===== src/rtl/lsu_agu_pkg.sv =====
package lsu_agu_pkg;
  typedef enum logic [1:0] {
    SRC_IMM   = 2'b00,
    SRC_IDX   = 2'b01,
    SRC_IDXSH = 2'b10,
    SRC_ZERO  = 2'b11
  } off_src_e;

  typedef enum logic [1:0] {
    IDX_OFFSET = 2'b00,
    IDX_PRE    = 2'b01,
    IDX_POST   = 2'b10,
    IDX_RSVD   = 2'b11
  } idx_mode_e;
endpackage


===== src/rtl/agu_offset_sel.sv =====
module agu_offset_sel #(
  parameter int unsigned DATA_W  = 32,
  parameter int unsigned SHIFT_W = 2
) (
  input  logic [DATA_W-1:0]  imm_i,
  input  logic [DATA_W-1:0]  index_i,
  input  logic [SHIFT_W-1:0] shamt_i,
  input  logic [1:0]         off_sel_i,
  output logic [DATA_W-1:0]  off_o
);
  import lsu_agu_pkg::*;

  always_comb begin
    unique case (off_src_e'(off_sel_i))
      SRC_IMM:   off_o = imm_i;
      SRC_IDX:   off_o = index_i;
      SRC_IDXSH: off_o = index_i << shamt_i;
      default:   off_o = '0;
    endcase
  end
endmodule


===== src/rtl/agu_addsub.sv =====
module agu_addsub #(
  parameter int unsigned DATA_W = 32
) (
  input  logic [DATA_W-1:0] base_i,
  input  logic [DATA_W-1:0] off_i,
  input  logic              sub_i,
  output logic [DATA_W-1:0] sum_o
);
  // two's complement subtract via inverted operand and carry-in
  logic [DATA_W-1:0] opnd;
  assign opnd  = sub_i ? ~off_i : off_i;
  assign sum_o = base_i + opnd + {{(DATA_W-1){1'b0}}, sub_i};
endmodule


===== src/rtl/agu_mode_mux.sv =====
module agu_mode_mux #(
  parameter int unsigned DATA_W = 32
) (
  input  logic [DATA_W-1:0] base_i,
  input  logic [DATA_W-1:0] sum_i,
  input  logic [1:0]        mode_i,
  output logic [DATA_W-1:0] ea_o,
  output logic [DATA_W-1:0] wb_data_o,
  output logic              wb_en_o
);
  import lsu_agu_pkg::*;

  always_comb begin
    unique case (idx_mode_e'(mode_i))
      IDX_PRE: begin
        ea_o      = sum_i;
        wb_data_o = sum_i;
        wb_en_o   = 1'b1;
      end
      IDX_POST: begin
        ea_o      = base_i;
        wb_data_o = sum_i;
        wb_en_o   = 1'b1;
      end
      default: begin
        ea_o      = sum_i;
        wb_data_o = base_i;
        wb_en_o   = 1'b0;
      end
    endcase
  end
endmodule


===== src/rtl/agu_out_stage.sv =====
module agu_out_stage #(
  parameter int unsigned DATA_W  = 32,
  parameter bit          REG_OUT = 1'b1
) (
  input  logic              clk_i,
  input  logic              rst_ni,
  input  logic [DATA_W-1:0] ea_i,
  input  logic [DATA_W-1:0] wb_data_i,
  input  logic              wb_en_i,
  output logic [DATA_W-1:0] ea_o,
  output logic [DATA_W-1:0] wb_data_o,
  output logic              wb_en_o
);
  if (REG_OUT) begin : g_reg
    always_ff @(posedge clk_i or negedge rst_ni) begin
      if (!rst_ni) begin
        ea_o      <= '0;
        wb_data_o <= '0;
        wb_en_o   <= 1'b0;
      end else begin
        ea_o      <= ea_i;
        wb_data_o <= wb_data_i;
        wb_en_o   <= wb_en_i;
      end
    end
  end else begin : g_comb
    assign ea_o      = ea_i;
    assign wb_data_o = wb_data_i;
    assign wb_en_o   = wb_en_i;
  end
endmodule


===== src/rtl/lsu_addr_gen.sv =====
module lsu_addr_gen #(
  parameter int unsigned DATA_W  = 32,
  parameter int unsigned SHIFT_W = 2,
  parameter bit          REG_OUT = 1'b1
) (
  input  logic               clk_i,
  input  logic               rst_ni,
  input  logic [DATA_W-1:0]  base_i,
  input  logic [DATA_W-1:0]  imm_i,
  input  logic [DATA_W-1:0]  index_i,
  input  logic [SHIFT_W-1:0] shamt_i,
  input  logic [1:0]         off_sel_i,
  input  logic               sub_i,
  input  logic [1:0]         mode_i,
  output logic [DATA_W-1:0]  ea_o,
  output logic [DATA_W-1:0]  wb_data_o,
  output logic               wb_en_o
);
  logic [DATA_W-1:0] off, sum, ea_c, wb_c;
  logic              wb_en_c;

  agu_offset_sel #(.DATA_W(DATA_W), .SHIFT_W(SHIFT_W)) u_off (
    .imm_i(imm_i), .index_i(index_i), .shamt_i(shamt_i),
    .off_sel_i(off_sel_i), .off_o(off)
  );

  agu_addsub #(.DATA_W(DATA_W)) u_add (
    .base_i(base_i), .off_i(off), .sub_i(sub_i), .sum_o(sum)
  );

  agu_mode_mux #(.DATA_W(DATA_W)) u_mode (
    .base_i(base_i), .sum_i(sum), .mode_i(mode_i),
    .ea_o(ea_c), .wb_data_o(wb_c), .wb_en_o(wb_en_c)
  );

  agu_out_stage #(.DATA_W(DATA_W), .REG_OUT(REG_OUT)) u_out (
    .clk_i(clk_i), .rst_ni(rst_ni),
    .ea_i(ea_c), .wb_data_i(wb_c), .wb_en_i(wb_en_c),
    .ea_o(ea_o), .wb_data_o(wb_data_o), .wb_en_o(wb_en_o)
  );
endmodule


===== config.mk =====
export PLATFORM = sky130hd
export DESIGN_NAME = lsu_addr_gen
export DESIGN_NICKNAME = d
export VERILOG_FILES = /design/src/rtl/lsu_agu_pkg.sv /design/src/rtl/agu_offset_sel.sv /design/src/rtl/agu_addsub.sv /design/src/rtl/agu_mode_mux.sv /design/src/rtl/agu_out_stage.sv /design/src/rtl/lsu_addr_gen.sv
export SDC_FILE = /design/constraint.sdc
export NUM_CORES = 1
export LEC_CHECK = 0
export BUFFER_PORTS_ARGS = -buffer_cell sky130_fd_sc_hd__buf_2
export CAP_MARGIN = 20
export CORE_MARGIN = 5
export CORE_UTILIZATION = 59
export CTS_BUF_LIST = sky130_fd_sc_hd__clkbuf_8
export DETAILED_ROUTE_END_ITERATION = 6
export GPL_TIMING_DRIVEN = 0
export PLACE_DENSITY = 0.9
export SETUP_SLACK_MARGIN = 0.1
export SYNTH_ARGS = -nofsm -noshare
export SYNTH_HDL_FRONTEND = slang
export SYNTH_SLANG_ARGS = --single-unit

===== constraint.sdc =====
create_clock -name clk_i -period 1 [get_ports clk_i]
set_clock_uncertainty 0.15 [all_clocks]
set_input_delay 0.1 -clock clk_i [delete_from_list [all_inputs] [get_ports clk_i]]
set_output_delay 0.1 -clock clk_i [all_outputs]
set_load 0.005 [all_outputs]

==> results of run 1 <==
[metal layers]
layer / overflow / GRT usage, %
met1: 0 / 77.1
met2: 191 / 102
met3: 3 / 66.0
met4: 105 / 95.8
met5: 0 / 20.1
[what timing repair did]
action	in CTS
pin swaps	48
gates resized for setup	153
setup endpoints to repair	129
cloned	2
endpoints found under the hold margin	125
setup buffers	48
hold buffers	26
[synth_stat cells, types with 4 or more instances]
master,number,area (um2)
nand3_1,14,70.1
nand4_1,7,43.8
nand2_1,75,282
a31oi_1,6,37.5
o221ai_1,5,43.8
a21o_1,14,105
a211oi_1,6,45.0
xnor2_1,42,368
nor3_1,9,45.0
o22ai_1,30,188
or4_1,4,30.0
nor2_1,82,308
mux2_2,9,101
ha_1,33,413
nand2b_1,7,43.8
o211ai_1,4,30.0
o31ai_1,4,30.0
a21oi_1,25,125
o21ai_0,53,265
o21bai_1,6,45.0
xor2_1,15,131
nor2b_1,4,25.0
dfrtp_1,65,1630
and3_1,5,31.3
inv_1,16,60.1
buf_1,9,33.8
mux2i_1,60,601
clkbuf_1,22,82.6
o21ai_1,12,60.1
[cells by family after synthesis]
kind of cell,synth area share [%]
AND/OR/NAND/NOR,16.8
AO/OA/AOI/OAI,22.8
adder cells (fa/ha/maj),7.55
buffers and inverters,3.51
flip-flops,28.4
XOR/XNOR,8.71
multiplexers,12.2
[stage by stage]
| step | hold slack, ps | area, um2 | TNS [ps] | setup slack (ps) | utilization (%) |
|---|---|---|---|---|---|
| after floorplan | -346 | 5980 | -104170 | -2140 | - |
| after CTS | -447 | 8490 | -108720 | -2030 | 88.1 |
| after detailed placement | -69.0 | 7010 | -145590 | -2910 | 72.7 |
| after global placement | 193 | 6990 | -167490 | -2830 | 72.5 |
==> qor.yml, run 1 <==
grt_max_degree: 47
chipHeight_um: 109
start_util_pct: 59.5
cts_sinks: 65
ys_warn_count: 0
ys_ff_latch: 65
ios: 170
cts_root_buf: "clkbuf_8"
die_w_um: 109
overflow: 299
syn_inst: 686
synth_nets: 825
grt_worst_setup_endpoint: "u_out.wb_data_o[30]$_DFF_PN0_/D"
post-dp-hpwl_um: 14800
ctsHtreeMaxLevel: 3
grtUsageTotal_pct: 82.8
stop_error: "[ERROR GRT-0232] Routing congestion too high. Check the congestion heatmap in the GUI."
ys_types: 63
status: "did not finish"
cts_buffers: 9
syn_area_mm2: 0.00573
io_buffer_count: 167
async_flop_share_pct: 100
stop_stage: "global routing"
synth_area_per_cell_um2: 8.36
gp_routability_congestion: 0.921
dp.cells: 987
cts_buffer_depth: 2
synth_edf_count: 0
yosysSeqAreaShare_pct: 28.4
synthFlopType: "dfrtp_1"
worst-ep-kind: "register input"
rows: 36
==> run 2: changes to the inputs <==
Settings changed: CORE_UTILIZATION 59 to 40, CTS_BUF_LIST sky130_fd_sc_hd__clkbuf_8 to not set, PLACE_DENSITY 0.9 to not set, PLACE_DENSITY_LB_ADDON set to 0.15, SETUP_SLACK_MARGIN 0.1 to not set.
==> run 2 against run 1 <==
Effect of this change:
- the flow now finishes, with violations (hold timing, setup timing)
- synthesized cell count did not move
- synthesized area stayed put
==> qor.yml, run 2 <==
antenna_found_initial: 0
hold_path.class: "input port to async pin"
pre_cts_ws_ps: -2940  # -36.2 ps
drt_pre_antenna_iters: 5
p_sw_mw: 5.43
p_per_area_mw_per_mm2: 1630
cts_buffers: 9  # unchanged
dp.cells: 1034  # +4.8%
rsz0062_at_grt: "true"
critical_path.endpoint_type: "flip-flop"
cts_root_buf: "clkbuf_16"
rows: 43  # +19%
p_sw_share_pct: 36.2
cts_tree: "done"
synth_edf_count: 0  # unchanged
power_frac_seq_pct: 23.5
final_area_mm2: 0.00919
ys_ff_latch: 65  # unchanged
area_delta_synth_final_pct: 60.3
drc: 0
slew_headroom_pct: 53.7
dieArea_mm2: 0.0168
combPwrFrac_pct: 51.5
start_util_pct: 41.0  # -18 points
post-route-util_pct: 65.7
ys_warn_count: 0  # unchanged
finalHoldViolCount: 67
vdd_drop_max_uv: 945
setup-tns-final_ps: -115580
min_period_ps: 3120
yosysSeqAreaShare_pct: 28.4  # unchanged
final_cell_mix: "166 x buf_2, 69 x nand2_1, 66 x nor2_1"
io_buffer_count: 167  # unchanged
routedWlPerCell_um: 18.9
gp_routability_congestion: 0.918  # -0.36%
p_int_mw: 9.57
die_w_um: 130  # +19%
critPathKind: "input port to flip-flop"
fmax_ghz: 0.320
status: "finished, violations left"
n_antenna_cell: 0
period_share_pct: 312
ctsHtreeMaxLevel: 3  # unchanged
synth_top_area_cell: "dfrtp_1"
drive_gt1_share_pct: 45.3
syn_area_mm2: 0.00573  # unchanged
synth_nets: 825  # unchanged
startpoint_type: "input port"
yosys.area.top_type_share_pct: 28.4  # unchanged
grt_pass1_wl_um: 33100
tightestPinTransition_ps: 695
core_area_mm2: 0.0140
slew_viol_final: 0
cts.clk_slew.worst_paths_ps: 60
syn_inst: 686  # unchanged
finalPower_mw: 15.0
vias: 6397
fin_cells: 1140
grt_pass1_vias: 6429
post-dp-hpwl_um: 15900  # +7.8%
ios: 170  # unchanged
path_max_fanout: 10
chipHeight_um: 130  # +19%
async_flop_share_pct: 100  # unchanged
viasPerCell: 5.61
violations: "hold timing, setup timing"
cts_sinks: 65  # unchanged
ys_types: 63  # unchanged
critical_path_required_ps: 1050
grtUsageTotal_pct: 24.7
synth_common_cells: "82 x nor2_1, 75 x nand2_1, 65 x dfrtp_1"
finalSetupViolCount: 129
drt_iter0_drc: 380
clkPwrFrac_pct: 25.1
layout_setup_ws_ps: -2120
place_area_mm2: 0.00707  # +0.84%
synthFlopType: "dfrtp_1"
antenna_left: 0
nets: 1094
fin_hold_ws_ps: -423
yosysMostFrequentCell: "nor2_1"
wirelength_um: 21500
maxCapViolations: 0
grt_max_degree: 46
final_common_cell: "buf_2"
overflow: 0
top_regs: "u_out.ea_o: 32 flops, u_out.wb_data_o: 32 flops, u_out.wb_en_o: 1 flops"
leakagePower_nw: 4.16
cts_buffer_depth: 2  # unchanged
synth_area_leaders: "dfrtp_1 28%, mux2i_1 10%, ha_1 7.2%"
synth_area_per_cell_um2: 8.36  # unchanged
worstPathArrival_ps: 3170
## run 2: cell counts after synthesis
Identical to the previous run, type by type.
## run 2: logic make-up after synthesis
| logic type | count (synthesis) | synth area share (%) |
|---|---|---|
| AND/OR/NAND/NOR | 216 | 16.8 |
| AO/OA/AOI/OAI | 193 | 22.8 |
| multiplexers | 69 | 12.2 |
| flip-flops | 65 | 28.4 |
| XOR/XNOR | 57 | 8.71 |
| buffers and inverters | 52 | 3.51 |
| adder cells (fa/ha/maj) | 34 | 7.55 |
## run 2: worst paths after layout
path                              start                   to  slack, ps  cells after the start
hold / removal                   rst_ni   u_out.wb_data_o[2]       -420                      1
max in group asynchronous        rst_ni       u_out.ea_o[29]        520                      2
min in group clk_i           base_i[10]  u_out.wb_data_o[10]        -30                      3
setup / recovery           off_sel_i[0]       u_out.ea_o[30]      -2120                     16
## run 2: final cells by class
class	count	area, um2
Multi-Input combinational cell	569	4900
Tap cell	180	225
Clock inverter	6	115
Timing Repair Buffer	260	1720
Fill cell	1169	4800
Clock buffer	10	239
Sequential cell	65	1630
Inverter	18	70.1
Buffer	32	297
## run 2: critical path, cell delays in order
cell and delay [ps]:
buf_8 110, buf_12 130, buf_12 140, mux2i_2 150, o22ai_2 180, nor2_2 70, xnor2_2 260, ha_4 250
a21o_1 180, a21o_1 180, a221o_1 380, a21o_1 160, a311o_1 270, a31oi_1 190, xor2_1 270, o21ai_1 110
## run 2: timing repair
action / in CTS / in global routing
endpoints found under the setup margin: 129 / 129
endpoints found under the hold margin: 84 / 24
buffers inserted: 46 / 21
cloned: 1 / 0
hold buffers: 28 / 1
resized for setup: 130 / 101
pin swaps: 42 / 46
## run 2: metal layers
| metal | track usage [%] | vias up | share of wire, % |
|---|---|---|---|
| li1 | - | 3022 | - |
| met1 | 33.5 | 3037 | 44 |
| met2 | 40.5 | 291 | 47 |
| met3 | 3.97 | 47 | 6.6 |
| met4 | 8.19 | 0 | 2.6 |
| met5 | 0 | - | 0 |
## run 2: power by group through the flow
stage / Combinational [mW] / Clock [mW] / Sequential (mW)
after global routing: 8.29 / 3.89 / 3.59
after global placement: 5.55 / 0 / 3.54
after CTS: 6.81 / 3.76 / 3.53
final: 7.72 / 3.76 / 3.52
after floorplan: 3.47 / 0 / 3.71
after detailed placement: 5.62 / 0 / 3.58
(Power assumes the default switching activity.)
==> run 3: changes to the inputs <==
Settings changed: SYNTH_HIERARCHICAL set to 1.
==> run 3 against run 2 <==
Effect of this change:
- the flow still finishes with violations (hold timing, setup timing)
- non-clock buffer count did not move
- sequential cell count is the same
- cell area decreased by 1.3%
- core utilization fell by 3.7 points
- maximum frequency fell by 1.2%
- critical path type unchanged
- critical endpoint is now u_out/ea_o[15]
- largest power group unchanged
- highest routed layer unchanged
==> qor.yml, run 3 <==
area_delta_synth_final_pct: 50.8
synth_fa_ha_area_share_pct: 7.40  # -0.15 points
routedWlPerCell_um: 19.2  # +1.6%
drt_pre_antenna_iters: 5  # unchanged
final_cell_mix: "166 x buf_2, 65 x dfrtp_1, 64 x mux2_4"
critical_path.endpoint_type: "flip-flop"
final_common_cell: "buf_2"
die_w_um: 133  # +2.3%
ios: 170  # unchanged
synth_area_per_cell_um2: 10.5  # +25%
tightestPinTransition_ps: 706  # +11.4 ps
place_area_mm2: 0.00728  # +3.0%
yosys.area.top_type_share_pct: 27.0  # -1.3 points
grt_max_degree: 38  # -17%
min_period_ps: 3160  # +36.8 ps
slew_headroom_pct: 52.9  # -0.76 points
synth_nets: 714  # -13%
final_area_mm2: 0.00907  # -1.3%
slew_viol_final: 0  # unchanged
async_flop_share_pct: 100  # unchanged
drc: 0  # unchanged
overflow: 0  # unchanged
layout_setup_ws_ps: -2160  # -36.8 ps
grt_pass1_wl_um: 30300  # -8.3%
start_util_pct: 41.1  # +0.11 points
leakagePower_nw: 4.30  # +3.3%
yosys.area_share.simple_pct: 5.92  # -11 points
maxCapViolations: 0  # unchanged
cts.clk_slew.worst_paths_ps: 50  # about the same
synthFlopType: "dfrtp_1"
drt_iter0_drc: 286  # -25%
grtUsageTotal_pct: 21.4  # -3.3 points
nets: 978  # -11%
cp-startpoint: "shamt_i[0]"
path_max_fanout: 7  # -3
synth_top_family_by_area: "multiplexers"
yosysMostFrequentCell: "dfrtp_1"
cts_sinks: 65  # unchanged
n_antenna_cell: 0  # unchanged
top_regs: "u_out/ea_o: 32 flops, u_out/wb_data_o: 32 flops, u_out/wb_en_o: 1 flops"
dieArea_mm2: 0.0176  # +4.6%
synth_area_leaders: "dfrtp_1 27%, mux2_4 15%, ha_1 7.1%"
syn_area_mm2: 0.00602  # +5.0%
grt_pass1_vias: 5928  # -7.8%
post-route-util_pct: 62.0  # -3.7 points
startpoint_type: "input port"
synth_compound_area_share_pct: 17.6  # -5.2 points
fin_hold_ws_ps: -354  # +68.9 ps
pre_cts_ws_ps: -2810  # +133 ps
ctsHtreeMaxLevel: 3  # unchanged
synth_top_area_cell: "dfrtp_1"
p_per_area_mw_per_mm2: 1720  # +5.2%
chipHeight_um: 133  # +2.3%
drive_gt1_share_pct: 56.2  # +11 points
vdd_drop_max_uv: 899  # -4.9%
antenna_found_initial: 0  # unchanged
critPathKind: "input port to flip-flop"
ys_types: 52  # -17%
ys_ff_latch: 65  # unchanged
setup-tns-final_ps: -120400  # -4810 ps
critical_path_required_ps: 1080  # +30 ps
crit_end: "u_out/ea_o[15]"
cts_buffers: 9  # unchanged
rsz0062_at_grt: "true"
status: "finished, violations left"
wirelength_um: 19700  # -8.5%
synth_edf_count: 0  # unchanged
rows: 44  # +2.3%
synth_common_cells: "65 x dfrtp_1, 59 x mux2_4, 42 x xor2_1"
hold_path.class: "input port to async pin"
finalPower_mw: 15.6  # +3.8%
cts_buffer_depth: 2  # unchanged
viasPerCell: 5.40  # -3.7%
synth_mux_area_share_pct: 26.5  # +14 points
cts_root_buf: "clkbuf_16"
antenna_left: 0  # unchanged
vias: 5550  # -13%
hold_buffers: 32  # +14%
fill_cells: 1205  # +3.1%
core_area_mm2: 0.0146  # +4.7%
violations: "hold timing, setup timing"
worstPathArrival_ps: 3230  # +60 ps
synth_xor_area_share_pct: 9.17  # +0.46 points
cts_tree: "done"
post-dp-hpwl_um: 14600  # -8.1%
period_share_pct: 316  # +3.7 points
fmax_ghz: 0.317  # -1.2%
finalHoldViolCount: 28  # -58%
io_buffer_count: 165  # -1.2%
finalSetupViolCount: 129  # unchanged
syn_inst: 574  # -16%
ys_warn_count: 6  # +6
yosysSeqAreaShare_pct: 27.0  # -1.3 points
gp_routability_congestion: 0.895  # -2.5%
-- run 3: cell count changes in the layout (fill, tap and decap cells not counted), moves of 16 or more --
cell and change:
xnor2_2 -16, mux2i_1 -20, nand2_1 -44, o22ai_1 -24, o21ai_1 -25, a22oi_1 +26
xor2_1 +25, mux2_4 +59, mux2_2 +25, nor2_1 -57
-- run 3: through the flow --
step           hold WS, ps  instances
6_report              -354       1027
5_1_grt               -296       1027
4_1_cts               -344       1006
3_5_place_dp          28.6        924
3_3_place_gp           217        923
2_1_floorplan         -346        574
-- run 3: cell type report --
cell class / count / area, um2 / share of cell area [%]
buffer: 33 / 399 / 4.40
clock buffer: 11 / 243 / 2.67
clock inverter: 5 / 103 / 1.13
inverter: 14 / 52.6 / 0.579
multi-input combinational: 456 / 4670 / 51.5
sequential: 65 / 1630 / 17.9
tap: 184 / 230 / 2.54
timing repair buffer: 259 / 1750 / 19.2
-- run 3: cell families after synthesis --
logic type / after synthesis
AO/OA/AOI/OAI: 160
flip-flops: 65
buffers and inverters: 53
AND/OR/NAND/NOR: 73
adder cells (fa/ha/maj): 35
XOR/XNOR: 63
multiplexers: 125
-- run 3: power breakdown --
part	switching, mW	total, mW	internal (mW)	leakage, nW
logic	3.78	8.19	4.41	3.38
registers	0.192	3.65	3.45	0.757
clock network	1.24	3.74	2.50	0.166
total	5.21	15.6	10.4	4.30
-- run 3: metal layers --
layer	share of wire, %	track usage [%]	wire (um)
met1	42	25.9	8340
met2	50	37.5	9860
met3	5.9	5.58	1170
met4	1.7	6.12	329
met5	0	0	0
-- run 3: what timing repair did --
action | 4_1_cts | 5_1_grt
hold endpoints to repair | 92 | 28
pin swaps | 35 | 24
endpoints found under the setup margin | 129 | 129
gates resized for setup | 69 | 71
setup buffers | 36 | 22
gates cloned | 2 | 1
-- run 3: how the worst min path moves through the flow --
stage	depth (start not counted)	end	slack (ps)
after floorplan	0	u_out/ea_o[0]	-350
final	1	u_out/wb_data_o[13]	-350
after global routing	1	u_out/wb_data_o[13]	-300
after global placement	2	u_out/wb_data_o[2]	220
after CTS	1	u_out/wb_data_o[13]	-340
after detailed placement	1	u_out/wb_data_o[13]	30
-- run 3: worst max-delay path: stages --
cell and delay [ps]:
buf_12 120, buf_12 130, mux2i_1 140, mux2_4 290, o21ai_2 130, xor2_1 200
ha_2 340, buf_6 140, a21oi_4 130, o221ai_4 120, a211o_1 290, buf_4 140
buf_4 130, a31oi_4 230, nor3_1 90, nor2_1 140, xnor2_1 100, mux2_4 270
